==> config.mk <==
export PLATFORM = sky130hd
export DESIGN_NAME = fsync_unit
export DESIGN_NICKNAME = d
export VERILOG_FILES = /design/src/rtl/fsync_pkg.sv /design/src/rtl/fsync_div.sv /design/src/rtl/fsync_word.sv /design/src/rtl/fsync_unit.sv
export SDC_FILE = /design/constraint.sdc
export NUM_CORES = 1
export LEC_CHECK = 0
export BUFFER_PORTS_ARGS = -buffer_cell sky130_fd_sc_hd__buf_4
export CAP_MARGIN = 20
export CORE_ASPECT_RATIO = 1.75
export CORE_MARGIN = 2
export CORE_UTILIZATION = 56
export CTS_CLUSTER_SIZE = 40
export DETAILED_ROUTE_END_ITERATION = 8
export PLACE_DENSITY = 0.85
export SKIP_CTS_REPAIR_TIMING = 1
export SYNTH_ARGS = -nofsm -noshare
export SYNTH_HDL_FRONTEND = slang
export SYNTH_SLANG_ARGS = --single-unit
==> constraint.sdc <==
create_clock -name clk -period 2.05 [get_ports clk]
set_input_delay 0.3075 -clock clk [delete_from_list [all_inputs] [get_ports clk]]
set_output_delay 0.3075 -clock clk [all_outputs]
set_load 0.01 [all_outputs]
==> src/rtl/fsync_pkg.sv <==
package fsync_pkg;
    typedef enum logic [1:0] {
        ST_OFF,
        ST_HUNT,
        ST_STREAM
    } fs_state_e;

    typedef struct packed {
        logic int_src;
        logic framed;
        logic free_run;
        logic act_low;
        logic late;
    } fs_cfg_t;
endpackage

==> src/rtl/fsync_div.sv <==
module fsync_div #(
    parameter int DIV_W = 12
) (
    input  logic             clk,
    input  logic             rst_n,
    input  logic             clr,
    input  logic [DIV_W-1:0] limit,
    output logic             tick
);
    logic [DIV_W-1:0] cnt;

    assign tick = !clr && (cnt == limit);

    always_ff @(posedge clk) begin
        if (!rst_n || clr || tick) begin
            cnt <= '0;
        end else begin
            cnt <= cnt + 1'b1;
        end
    end
endmodule

==> src/rtl/fsync_word.sv <==
module fsync_word #(
    parameter int LEN_W = 6
) (
    input  logic             clk,
    input  logic             rst_n,
    input  logic             clr,
    input  logic             start,
    input  logic [LEN_W-1:0] wlen,
    output logic [LEN_W-1:0] rem
);
    always_ff @(posedge clk) begin
        if (!rst_n || clr) begin
            rem <= '0;
        end else if (start) begin
            rem <= wlen - 1'b1;
        end else if (rem != '0) begin
            rem <= rem - 1'b1;
        end
    end
endmodule

==> src/rtl/fsync_unit.sv <==
module fsync_unit
    import fsync_pkg::*;
#(
    parameter int DIV_W = 12,
    parameter int LEN_W = 6
) (
    input  logic             clk,
    input  logic             rst_n,
    input  logic             en,
    input  logic             cfg_int_src,
    input  logic             cfg_framed,
    input  logic             cfg_free_run,
    input  logic             cfg_act_low,
    input  logic             cfg_late,
    input  logic [DIV_W-1:0] cfg_div,
    input  logic [LEN_W-1:0] cfg_wlen,
    input  logic             buf_ok,
    input  logic             fs_in,
    output logic             fs_out,
    output logic             fs_oe,
    output logic             word_start
);
    localparam logic [LEN_W-1:0] LAST_BIT = LEN_W'(1);

    fs_state_e        state, nxt;
    fs_cfg_t          cfg_q;
    logic [DIV_W-1:0] div_q;
    logic [LEN_W-1:0] wlen_q;
    logic [LEN_W-1:0] rem;
    logic             tick, ws_pend, gate, sync_raw, accept, off;

    assign off = (state == ST_OFF);

    fsync_div #(.DIV_W(DIV_W)) u_div (
        .clk   (clk),
        .rst_n (rst_n),
        .clr   (off),
        .limit (div_q),
        .tick  (tick)
    );

    fsync_word #(.LEN_W(LEN_W)) u_word (
        .clk   (clk),
        .rst_n (rst_n),
        .clr   (off),
        .start (word_start),
        .wlen  (wlen_q),
        .rem   (rem)
    );

    // State register
    always_ff @(posedge clk) begin
        if (!rst_n) begin
            state <= ST_OFF;
        end else begin
            state <= nxt;
        end
    end

    // Next state
    always_comb begin
        nxt = state;
        unique case (state)
            ST_OFF:    if (en) nxt = ST_HUNT;
            ST_HUNT:   if (!en) nxt = ST_OFF;
                       else if (word_start && !cfg_q.framed) nxt = ST_STREAM;
            ST_STREAM: if (!en) nxt = ST_OFF;
            default:   nxt = ST_OFF;
        endcase
    end

    // Configuration capture while disabled, pending early start
    always_ff @(posedge clk) begin
        if (!rst_n) begin
            cfg_q   <= '0;
            div_q   <= '0;
            wlen_q  <= LEN_W'(3);
            ws_pend <= 1'b0;
        end else if (off) begin
            cfg_q   <= '{int_src: cfg_int_src, framed: cfg_framed,
                         free_run: cfg_free_run, act_low: cfg_act_low,
                         late: cfg_late};
            div_q   <= cfg_div;
            wlen_q  <= cfg_wlen;
            ws_pend <= 1'b0;
        end else begin
            ws_pend <= accept && !cfg_q.late;
        end
    end

    // Outputs
    always_comb begin
        sync_raw = cfg_q.int_src ? (tick && (cfg_q.free_run || buf_ok))
                                 : (fs_in ^ cfg_q.act_low);
        gate = 1'b0;
        unique case (state)
            ST_HUNT:   gate = cfg_q.late ? (rem == '0)
                                         : ((rem <= LAST_BIT) && !ws_pend);
            ST_OFF,
            ST_STREAM: gate = 1'b0;
            default:   gate = 1'b0;
        endcase
        accept     = sync_raw && gate;
        word_start = !off && (ws_pend || (accept && cfg_q.late)
                              || (state == ST_STREAM && rem == '0));
        fs_oe      = !off && cfg_q.int_src;
        fs_out     = cfg_q.act_low ^ (cfg_q.int_src && accept);
    end
endmodule

# After elaboration in Yosys (flattened, before gate mapping)
# Cells that the tools add are included.
[totals]
word_cells = 61
regBits = 44
inputBits = 28
[classes]
add_sub_neg = 3
n_mux = 10
n_lt_le_gt_ge = 1
bitwise_logic = 3
eq_ne = 6
reduce_logical = 27
[ops]
columns = ["operator", "n"]
rows = [
  ["$add A12 B1 Y12 const B", 1],
  ["$eq A12 B12 Y1", 1],
  ["$mux W6", 2],
  ["$sub A6 B1 Y6 const B", 2],
  ["$logic_and A1 B1 Y1", 11],
  ["$mux W2", 4],
  ["$le A6 B1 Y1 const B", 1],
  ["$logic_not A6 Y1", 1],
  ["$pmux W2 S3", 1],
  ["$reduce_bool A6 Y1", 1],
  ["$logic_not A1 Y1", 5],
  ["$logic_or A1 B1 Y1", 5],
  ["$ne A2 B2 Y1 const B", 2],
  ["$mux W1", 3],
  ["$ne A3 B3 Y1 const B", 1],
  ["$reduce_and A3 Y1", 1],
  ["$eq A2 B1 Y1 const B", 1],
  ["$eq A2 B2 Y1 const B", 1],
  ["$logic_not A2 Y1", 1],
  ["$reduce_bool A2 Y1", 1],
  ["$reduce_or A2 Y1", 1],
  ["$xor A1 B1 Y1", 2],
  ["$not A1 Y1", 1],
]

# Depth between registers and ports, before layout
# Gate-level depths: netlist of the first run.
[depth]
word_depth = 14
depth_mapped = 9
ltp_nobuf = 8

# Cells and area by module
# A second synthesis of the first run with hierarchy kept.
[unflattened]
cells_unflattened = 239
area_unflattened_um2 = 2143.3
[modules_own_cells]
columns = ["module", "n_inst", "area_per_inst_um2", "cells_per_inst"]
rows = [
  ["fsync_unit", 1, 1102.3, 132],
  ["fsync_div", 1, 644.4, 69],
  ["fsync_word", 1, 396.6, 38],
]

# Worst setup path after synthesis of the first run
# No wires, ideal clock.
[synth_path]
path_type = "reg2out"
startpoint = "register u_word.rem[0]"
endpoint = "output fs_out"
required_ns = 1.742
setup_slack_ns = 0.103
stages_incl_launch_ff = 8
arrival_ns = 1.640
cell_sequence = "dfxtp_1 inv_1 ha_1 nor2_1 o31ai_1 nand2_1 or3_1 xnor2_1"
[synth_between]
elab_chain_cells = 7
word_cells_on_any_way = 8
[synth_lines]
columns = ["item", "line", "text"]
rows = [
  ["start: declaration", "fsync_word.sv:9", "output logic [LEN_W-1:0] rem"],
  ["start signal: assignment", "fsync_word.sv:15", "rem <= wlen - 1'b1;"],
  ["start signal: assignment", "fsync_word.sv:17", "rem <= rem - 1'b1;"],
  ["$le A6 B1 Y1", "fsync_unit.sv:98", ": ((rem <= LAST_BIT) && !ws_pend);"],
  ["$logic_and A1 B1 Y1", "fsync_unit.sv:98", ""],
  ["$mux W1 *", "fsync_unit.sv:97", "ST_HUNT: gate = cfg_q.late ? (rem == '0)"],
  ["$mux W1 *", "fsync_unit.sv:96", "unique case (state)"],
  ["$logic_and A1 B1 Y1 *", "fsync_unit.sv:103", "accept = sync_raw && gate;"],
  ["$logic_and A1 B1 Y1 *", "fsync_unit.sv:107", "fs_out = cfg_q.act_low ^ (cfg_q.int_src && accept);"],
  ["$xor A1 B1 Y1 *", "fsync_unit.sv:107", ""],
  ["end: declaration", "fsync_unit.sv:19", "output logic fs_out,"],
]
# Mark *: on every way between the ends. The rest lies on a longest branch, timed or not.

# Worst setup path after layout of the first run
[layout_path]
startpoint = "register u_word.rem[3]"
endpoint = "output fs_out"
# Same word-level chain as after synthesis.

==> metrics.yaml, run 1 <==
diodes: 0
layout_commonest_cell: "nand2_1"
drt_iter0_markers: 38
drtPass1Iterations: 4
wire_per_inst_um: 14.6
place_inst: 324
endpoint_kind: "primary output"
ys_seq_area_frac: 0.414
worstSetupPathType: "register to primary output"
synthSimpleGateAreaFrac: 0.234
synth_top_family_by_area: "simple AND/OR/NAND/NOR gates"
path_cells: "nor4_4, o2111a_2, nand2_1, or3_1, xnor2_1, buf_4"
worst_ep_arrival_time_ns: 1.98
async_flop_share: 0
drv_cap: 0
cts_tree: "done"
status: "complete, but fails checks"
r2r_slack_ns: 0.08
cts.sinks: 44
critPathBufInv: 1
final_hold_viol_count: 0
power_density_nw_per_um2: 662
io_pins: 31
drive_gt1_frac: 0.238
synthMuxAreaShare: 0.0306
grt_overflow: 0
clkSlewWorstSetupHoldPaths_ns: 0.08
maxSlewViolCount: 0
critPathMaxFanout: 4
synth-compound-area-share: 0.126
cts_root_buffer: "clkbuf_8"
path_delay_family: "simple AND/OR/NAND/NOR gates"
grt_pass1_wl_um: 7480
finalWeightedCongestion: 0.824
first_global_vias: 1779
period_minus_slack_ns: 2.29
r2r_start: "u_word.rem[0]"
antenna_found_initial: 0
ant_nets: 0
portBuffers: 30
clkLatencyLatePin_ns: 0.30
preCtsSetupSlack_ns: -0.0106
synth-xor-area-share: 0.132
dieArea_um2: 4330
syn_nets: 280
slew_headroom: 0.755
required_ns: 1.74
coreArea_um2: 3630
worst-path-stages: 6
ys_warn_count: 0
ys_seq_elements: 44
fin_util: 0.721
reg2reg_depth: 10
rsz0062_at_grt: "true"
dp_hpwl_um: 3210
max_freq_ghz: 0.436
syn_to_final_growth_pct: 22.9
clock_skew_ns: 0.00780
crit_path_end: "fs_out"
hp-class: "input pin to register"
initial_core_util: 0.586
num_rows: 29
synth_area_um2: 2130
period_share: 1.12
track_usage: 0.229
cts_htree_levels: 2
synth_edf_count: 0
vdd_drop_max_mv: 0.652
leakage_uw: 0.00116
routed_wl_um: 4830
synthAdderAreaFrac: 0.0294
worst_pin_slew_ns: 0.366
clockBufferDepth: 2
die_h_um: 85.5
dieWidth_um: 50.6
numCtsBuffers: 5
synth_ff_type: "dfxtp_1"
slowest_delay_ns: 0.37
setup_viol: 2
violations: "setup timing"
setup.worst_path.start_class: "register"
layoutNonFillerInstCount: 332
drt-vias-per-instance: 5.44
final_cell_mix: "nand2_1 (59), buf_4 (39), dfxtp_1 (38), xor2_1 (21), a21boi_0 (20)"
synthCells: 247
post-route-drc-count: 0
fin_ws_ns: -0.242
synth.avg_cell_area_um2: 8.61
nets: 319
rr_endpoint: "u_word.rem[1]"
via_count: 1806
ys_types: 35
crit_start: "u_word.rem[3]"
crit_slowest_cell: "dfxtp_1"
grt_max_degree: 28
## routing by layer
metal  share of wire  global-route usage  up-vias  routed length, um
li1                -                   -      905                  -
met3           0.031              0.0470       16                152
met5               0                   0        -                  0
met4           0.039               0.115        0                189
met2            0.56               0.433       39               2710
met1            0.37               0.227      846               1780
## worst register-to-register path: stages, from the launching register on
cell and delay, ns:
dfxtp_4 0.39, inv_4 0.06, ha_4 0.17, nor2_2 0.11, o31ai_2 0.09, buf_4 0.15
a32oi_1 0.16, o21a_1 0.22, clkinv_4 0.08, buf_4 0.15, mux2_4 0.28
## registers in the layout, indices dropped and copies added, names as in the netlist
name        count
state           2
div_q          12
ws_pend         1
u_word.rem      6
cfg_q           5
u_div.cnt      12
wlen_q          6
## report_power, final
group          switching, uW  internal, uW  leakage [uW]
Sequential              34.4           892      0.000364
Clock                    280           232     0.0000410
Combinational            146           147      0.000760
Total                    460          1270       0.00116
## worst min-delay path by stage
| stage | start | to | slack [ns] | depth (start not counted) |
|---|---|---|---|---|
| 2_1_floorplan | cfg_q[2] | cfg_q[2] | 0.44 | 2 |
| 3_3_place_gp | cfg_q[2] | cfg_q[2] | 0.45 | 2 |
| 6_report | cfg_wlen[1] | wlen_q[1] | 0.23 | 3 |
| 5_1_grt | cfg_wlen[1] | wlen_q[1] | 0.25 | 3 |
| 3_5_place_dp | div_q[4] | div_q[4] | 0.47 | 2 |
| 4_1_cts | cfg_wlen[1] | wlen_q[1] | 0.23 | 3 |
## synth_stat cells (3+ instances only)
cell / n / area share
inv_1: 7 / 0.012
xor2_1: 21 / 0.086
mux2i_1: 5 / 0.024
nand2_1: 60 / 0.11
and3_1: 8 / 0.024
clkbuf_1: 7 / 0.012
ha_1: 5 / 0.029
nor2_1: 21 / 0.037
xnor2_1: 11 / 0.045
nand3_1: 6 / 0.014
a21boi_0: 20 / 0.071
dfxtp_1: 44 / 0.41
nor4_1: 3 / 0.0088
## kinds of logic (layout without fill, tap and decap cells)
kind of cell	Yosys count	count (layout)
simple gates	110	110
flops	44	44
compound gates	34	34
xor+xnor	32	32
buf+inv	16	55
mux	6	6
fa+ha+maj	5	5
## stage by stage
step	power, uW	setup TNS, ns	cell area [um^2]	hold WS, ns
2_1_floorplan	1110	0	2130	0.444
3_3_place_gp	1210	0	2440	0.452
3_5_place_dp	1210	-0.0106	2440	0.472
4_1_cts	1710	-0.590	2520	0.230
5_1_grt	1810	-0.572	2620	0.249
6_report	1730	-0.357	2620	0.226
## final cells by class
type                            instances  area (um^2)
Clock buffer                            6         72.6
Timing Repair Buffer                   40          304
Inverter                                8         40.0
Multi-Input combinational cell        187         1240
Clock inverter                          1         5.00
Tap cell                               46         57.6
Fill cell                             282         1010
Sequential cell                        44          893
No activity file was read; power rests on OpenSTA's default activity.
==> run 2: changes to the inputs <==
--- a/config.mk
+++ b/config.mk
@@ -7,7 +7,7 @@
 export LEC_CHECK = 0
 export BUFFER_PORTS_ARGS = -buffer_cell sky130_fd_sc_hd__buf_4
 export CAP_MARGIN = 20
-export CORE_ASPECT_RATIO = 1.75
+export CORE_ASPECT_RATIO = 1.5
 export CORE_MARGIN = 2
 export CORE_UTILIZATION = 56
 export CTS_CLUSTER_SIZE = 40
==> run 2 against run 1 <==
- the run still ends with setup timing left
- fmax decreased by 3.8%
- global-route usage is 1.6 points higher
- first-iteration DRC count is 26% higher
- final area rose by 3.5%
- flip-flop and latch count unchanged
- sequential share of layout area shrank 1.3 points
- critical endpoint unchanged
- clock skew rose by 0.0043 ns
- final cell count up 3.3%
- critical path depth rose by 2
- setup slack got worse by 0.090 ns
- non-clock buffer count up 13
- highest routed layer unchanged
- critical path type unchanged
- clock power is 13% higher
==> metrics.yaml, run 2 (synthesis results as in run 1) <==
power.total_uw: 1820
layout_commonest_cell: "nand2_1"
max_freq_ghz: 0.420
syn_to_final_growth_pct: 27.2
clock_skew_ns: 0.0121
cts.sinks: 44
slew_headroom: 0.701
grt_max_degree: 26
critPathMaxFanout: 3
clkSlewWorstSetupHoldPaths_ns: 0.09
die_h_um: 79.5
required_ns: 1.74
via_count: 1893
diodes: 0
portBuffers: 30
ant_nets: 0
fin_area_um2: 2710
cts_htree_levels: 2
cts_root_buffer: "clkbuf_8"
io_pins: 31
setup.worst_path.start_class: "register"
period_share: 1.16
drive_gt1_frac: 0.257
layoutNonFillerInstCount: 343
routed_wl_um: 5200
r2r_slack_ns: -0.05
drt_iter0_markers: 48
first_global_vias: 1801
rr_endpoint: "u_word.rem[1]"
clkLatencyLatePin_ns: 0.31
rsz0062_at_grt: "true"
placed_area_um2: 2500
antenna_found_initial: 0
hold_end: "wlen_q[1]"
worstSetupPathType: "register to primary output"
min_from: "cfg_wlen[1]"
hp-class: "input pin to register"
power_density_nw_per_um2: 673
holdPathStages: 3
numCtsBuffers: 5
initial_core_util: 0.583
r2r_start: "u_word.rem[1]"
final_cell_mix: "nand2_1 (60), buf_4 (50), dfxtp_1 (41), xor2_1 (21)"
dieArea_um2: 4320
leakage_uw: 0.00124
grt_pass1_wl_um: 7690
post-route-drc-count: 0
drv_cap: 0
period_minus_slack_ns: 2.38
place_inst: 329
status: "complete, but fails checks"
coreArea_um2: 3650
maxSlewViolCount: 0
grt_overflow: 0
setup_viol: 3
reg2reg_depth: 11
track_usage: 0.245
wire_per_inst_um: 15.1
violations: "setup timing"
drtPass1Iterations: 5
clockBufferDepth: 2
worst_pin_slew_ns: 0.446
finalWeightedCongestion: 0.859
num_rows: 27
fin_ws_ns: -0.332
drt-vias-per-instance: 5.52
reg.largest.list: "div_q (12), u_div.cnt (12)"
vdd_drop_max_mv: 0.633
worst_ep_arrival_time_ns: 2.07
dp_hpwl_um: 3530
finalSetupTns_ns: -0.565
nets: 332
preCtsSetupSlack_ns: 0.000340
final_hold_viol_count: 0
dieWidth_um: 54.3
endpoint_kind: "primary output"
cts_tree: "done"
-- run 2: worst max-delay path by stage --
stage,from,end
5_1_grt,u_word.rem[0],fs_out
2_1_floorplan,u_word.rem[0],fs_out
3_3_place_gp,u_word.rem[0],fs_out
6_report,u_word.rem[1],fs_out
4_1_cts,u_word.rem[1],fs_out
3_5_place_dp,u_word.rem[1],fs_out
-- run 2: through the flow --
stage / utilization / hold WS, ns
3_3_place_gp: 0.685 / 0.451
6_report: 0.742 / 0.225
2_1_floorplan: - / 0.444
5_1_grt: 0.742 / 0.235
3_5_place_dp: 0.685 / 0.468
4_1_cts: 0.710 / 0.228
-- run 2: final cells by class --
type                       count  area [um^2]
clock buffer                   6         82.6
timing repair buffer          53          409
tap                           43         53.8
sequential                    44          890
fill                         278          942
multi-input combinational    187         1220
inverter                       8         40.0
clock inverter                 2         10.0
-- run 2: power by group --
group	internal, uW	total, uW	switching (uW)
clock network	269	579	310
logic	160	316	156
registers	892	926	34.1
total	1320	1820	499
-- run 2: worst max-delay path, cell delays in order, from the launching register on --
cell and delay [ns]:
dfxtp_4 0.37, inv_4 0.08, ha_4 0.13, nor2_1 0.05
o31ai_2 0.33, nand2_1 0.14, or3_1 0.38, xnor2_1 0.14
buf_4 0.14
-- run 2: layer usage --
metal	track usage	wire length, um	part of all wire
met4	0.113	145	0.028
met2	0.455	2920	0.56
met1	0.241	1920	0.37
met3	0.0543	214	0.041
met5	0	0	0
==> run 3: changes to the inputs <==
--- a/config.mk
+++ b/config.mk
@@ -5,6 +5,7 @@
 export SDC_FILE = /design/constraint.sdc
 export NUM_CORES = 1
 export LEC_CHECK = 0
+export ABC_AREA = 1
 export BUFFER_PORTS_ARGS = -buffer_cell sky130_fd_sc_hd__buf_4
 export CAP_MARGIN = 20
 export CORE_ASPECT_RATIO = 1.5
==> constraint.sdc (replaced) <==
create_clock -name clk -period 2.2 [get_ports clk]
set_input_delay 0.33 -clock clk [delete_from_list [all_inputs] [get_ports clk]]
set_output_delay 0.33 -clock clk [all_outputs]
set_load 0.01 [all_outputs]
==> run 3 against run 2 <==
- the run now ends clean
- first-iteration DRC count is 15% higher
- synthesized cell count is 25% higher
- sequential share of layout area is 0.94 points higher
- power is 3.9% higher
- worst hold slack better by 0.022 ns
- core utilization is 2.8 points lower
- die area is 1.4% higher
- clock-buffer cell count is 1 higher
- non-clock buffer count is 15 lower
==> metrics.yaml, run 3 <==
initial_core_util: 0.586
setup.worst_path.start_class: "register"
r2r_start: "u_word.rem[0]"
worst_pin_slew_ns: 0.459
status: "finished, final reports clean"
antenna_found_initial: 0
slowest_delay_ns: 0.33
ant_nets: 0
clkLatencyLatePin_ns: 0.31
ys_types: 28
cts_root_buffer: "clkbuf_8"
ys_top_cells_by_count: "nand2_1 (60), dfxtp_1 (44), nor2_1 (44), inv_1 (41)"
nets: 379
grt_pass1_wl_um: 7650
drt_iter0_markers: 55
synthCells: 308
critPathMaxFanout: 4
numCtsBuffers: 5
power_density_nw_per_um2: 720
slew_headroom: 0.693
cts_htree_levels: 2
maxSlewViolCount: 0
place_inst: 377
portBuffers: 30
drt-vias-per-instance: 5.22
grt_max_degree: 25
drtPass1Iterations: 4
post-route-drc-count: 0
worstSetupPathType: "register to primary output"
yosysTopAreaCell: "dfxtp_1"
ys_seq_area_frac: 0.408
via_count: 2037
final_hold_viol_count: 0
power.total_uw: 1890
crit_path_end: "fs_out"
ys_top_cells_by_area: "dfxtp_1 (41%), nand2_1 (10%), nor2_1 (7.7%), inv_1 (7.1%), a21oi_1 (5.6%)"
worst-path-stages: 10
critPathMostFrequentCell: "nor2_2"
clockBufferDepth: 2
setup_viol: 0
syn_nets: 341
cts_tree: "done"
syn_to_final_growth_pct: 21.7
layoutNonFillerInstCount: 390
ys_seq_elements: 44
hp-class: "input pin to register"
path_delay_family: "simple AND/OR/NAND/NOR gates"
reg.largest.list: "div_q (12), u_div.cnt (12)"
crit_slowest_cell: "dfxtp_2"
drv_cap: 0
path_cells: "inv_2, ha_1, nand3_2, nand2_1, nand4_1, nor2_2, nand2_2, nor2_2, xor2_1, buf_4"
synth.avg_cell_area_um2: 7.01
reg2reg_depth: 11
cts.sinks: 44
diodes: 0
coreArea_um2: 3680
worst_ep_arrival_time_ns: 1.85
critPathBufInv: 2
synth_ff_type: "dfxtp_1"
whs_ns: 0.247
dieArea_um2: 4380
r2r_slack_ns: 0.47
dieWidth_um: 54.7
dp_hpwl_um: 3550
routed_wl_um: 5060
track_usage: 0.247
io_pins: 31
finalWeightedCongestion: 0.851
period_share: 0.989
clock_skew_ns: 0.00664
layout_commonest_cell: "nand2_1"
max_freq_ghz: 0.459
clkSlewWorstSetupHoldPaths_ns: 0.08
period_minus_slack_ns: 2.18
die_h_um: 80.0
async_flop_share: 0
endpoint_kind: "primary output"
vdd_drop_max_mv: 0.566
yosysMostFrequentCell: "nand2_1"
ys_warn_count: 0
first_global_vias: 1872
fin_util: 0.714
synthDominantCellAreaShare: 0.408
synth_edf_count: 0
required_ns: 1.87
leakage_uw: 0.00120
rr_endpoint: "u_word.rem[2]"
crit_start: "u_word.rem[1]"
synth_area_um2: 2160
rsz0062_at_grt: "true"
grt_overflow: 0
wire_per_inst_um: 13.0
num_rows: 27
final_cell_mix: "nand2_1 (59), nor2_1 (41), inv_1 (39), dfxtp_1 (38), buf_4 (38)"
drive_gt1_frac: 0.219
==> run 3: logic make-up after synthesis <==
family / count (synthesis) / synth area share
adder cells (fa/ha/maj): 5 / 0.0290
AO/OA/AOI/OAI: 56 / 0.134
flip-flops: 44 / 0.408
XOR/XNOR: 13 / 0.0528
AND/OR/NAND/NOR: 139 / 0.287
buffers and inverters: 51 / 0.0887
==> run 3: routing by layer <==
| layer | part of all wire | global-route usage | up-vias | routed length [um] |
|---|---|---|---|---|
| met1 | 0.37 | 0.230 | 940 | 1880 |
| met3 | 0.027 | 0.0562 | 14 | 139 |
| met4 | 0.033 | 0.125 | 0 | 169 |
| met2 | 0.57 | 0.464 | 43 | 2870 |
| li1 | - | - | 1040 | - |
| met5 | 0 | 0 | - | 0 |
==> run 3: area by class of cell <==
cell class              instances  area (um^2)
multi-input cells             213         1110
fillers                       318         1050
flip-flops and latches         44          888
repair buffers                 38          285
inverters                      44          165
clock buffers                   7         96.3
well taps                      43         53.8
clock inverters                 1         30.0
==> run 3: worst min-delay path, delay by kind of cell <==
family                 cells  cell delay, ns
AO/OA/AOI/OAI              2            0.11
buffers and inverters      1            0.08
==> run 3: how the worst min path moves through the flow <==
stage / startpoint / endpoint / slack (ns) / cells after the start
after floorplan: cfg_q[3] / cfg_q[3] / 0.43 / 2
after global placement: div_q[6] / div_q[6] / 0.46 / 2
after detailed placement: cfg_q[3] / cfg_q[3] / 0.46 / 2
after CTS: cfg_wlen[1] / wlen_q[1] / 0.26 / 3
after global routing: cfg_wlen[1] / wlen_q[1] / 0.27 / 3
final: cfg_wlen[1] / wlen_q[1] / 0.25 / 3
==> run 3: power by group <==
part / switching [uW] / internal (uW)
Combinational: 189 / 150
Sequential: 26.6 / 838
Clock: 287 / 401
==> run 3: stage by stage <==
step	setup TNS [ns]	instance area, um^2	setup slack (ns)
final	0	2630	0.0232
after global routing	-0.103	2630	-0.0823
after CTS	-0.147	2560	-0.0779
after detailed placement	0	2430	0.248
after global placement	0	2430	0.306
after floorplan	0	2160	0.476
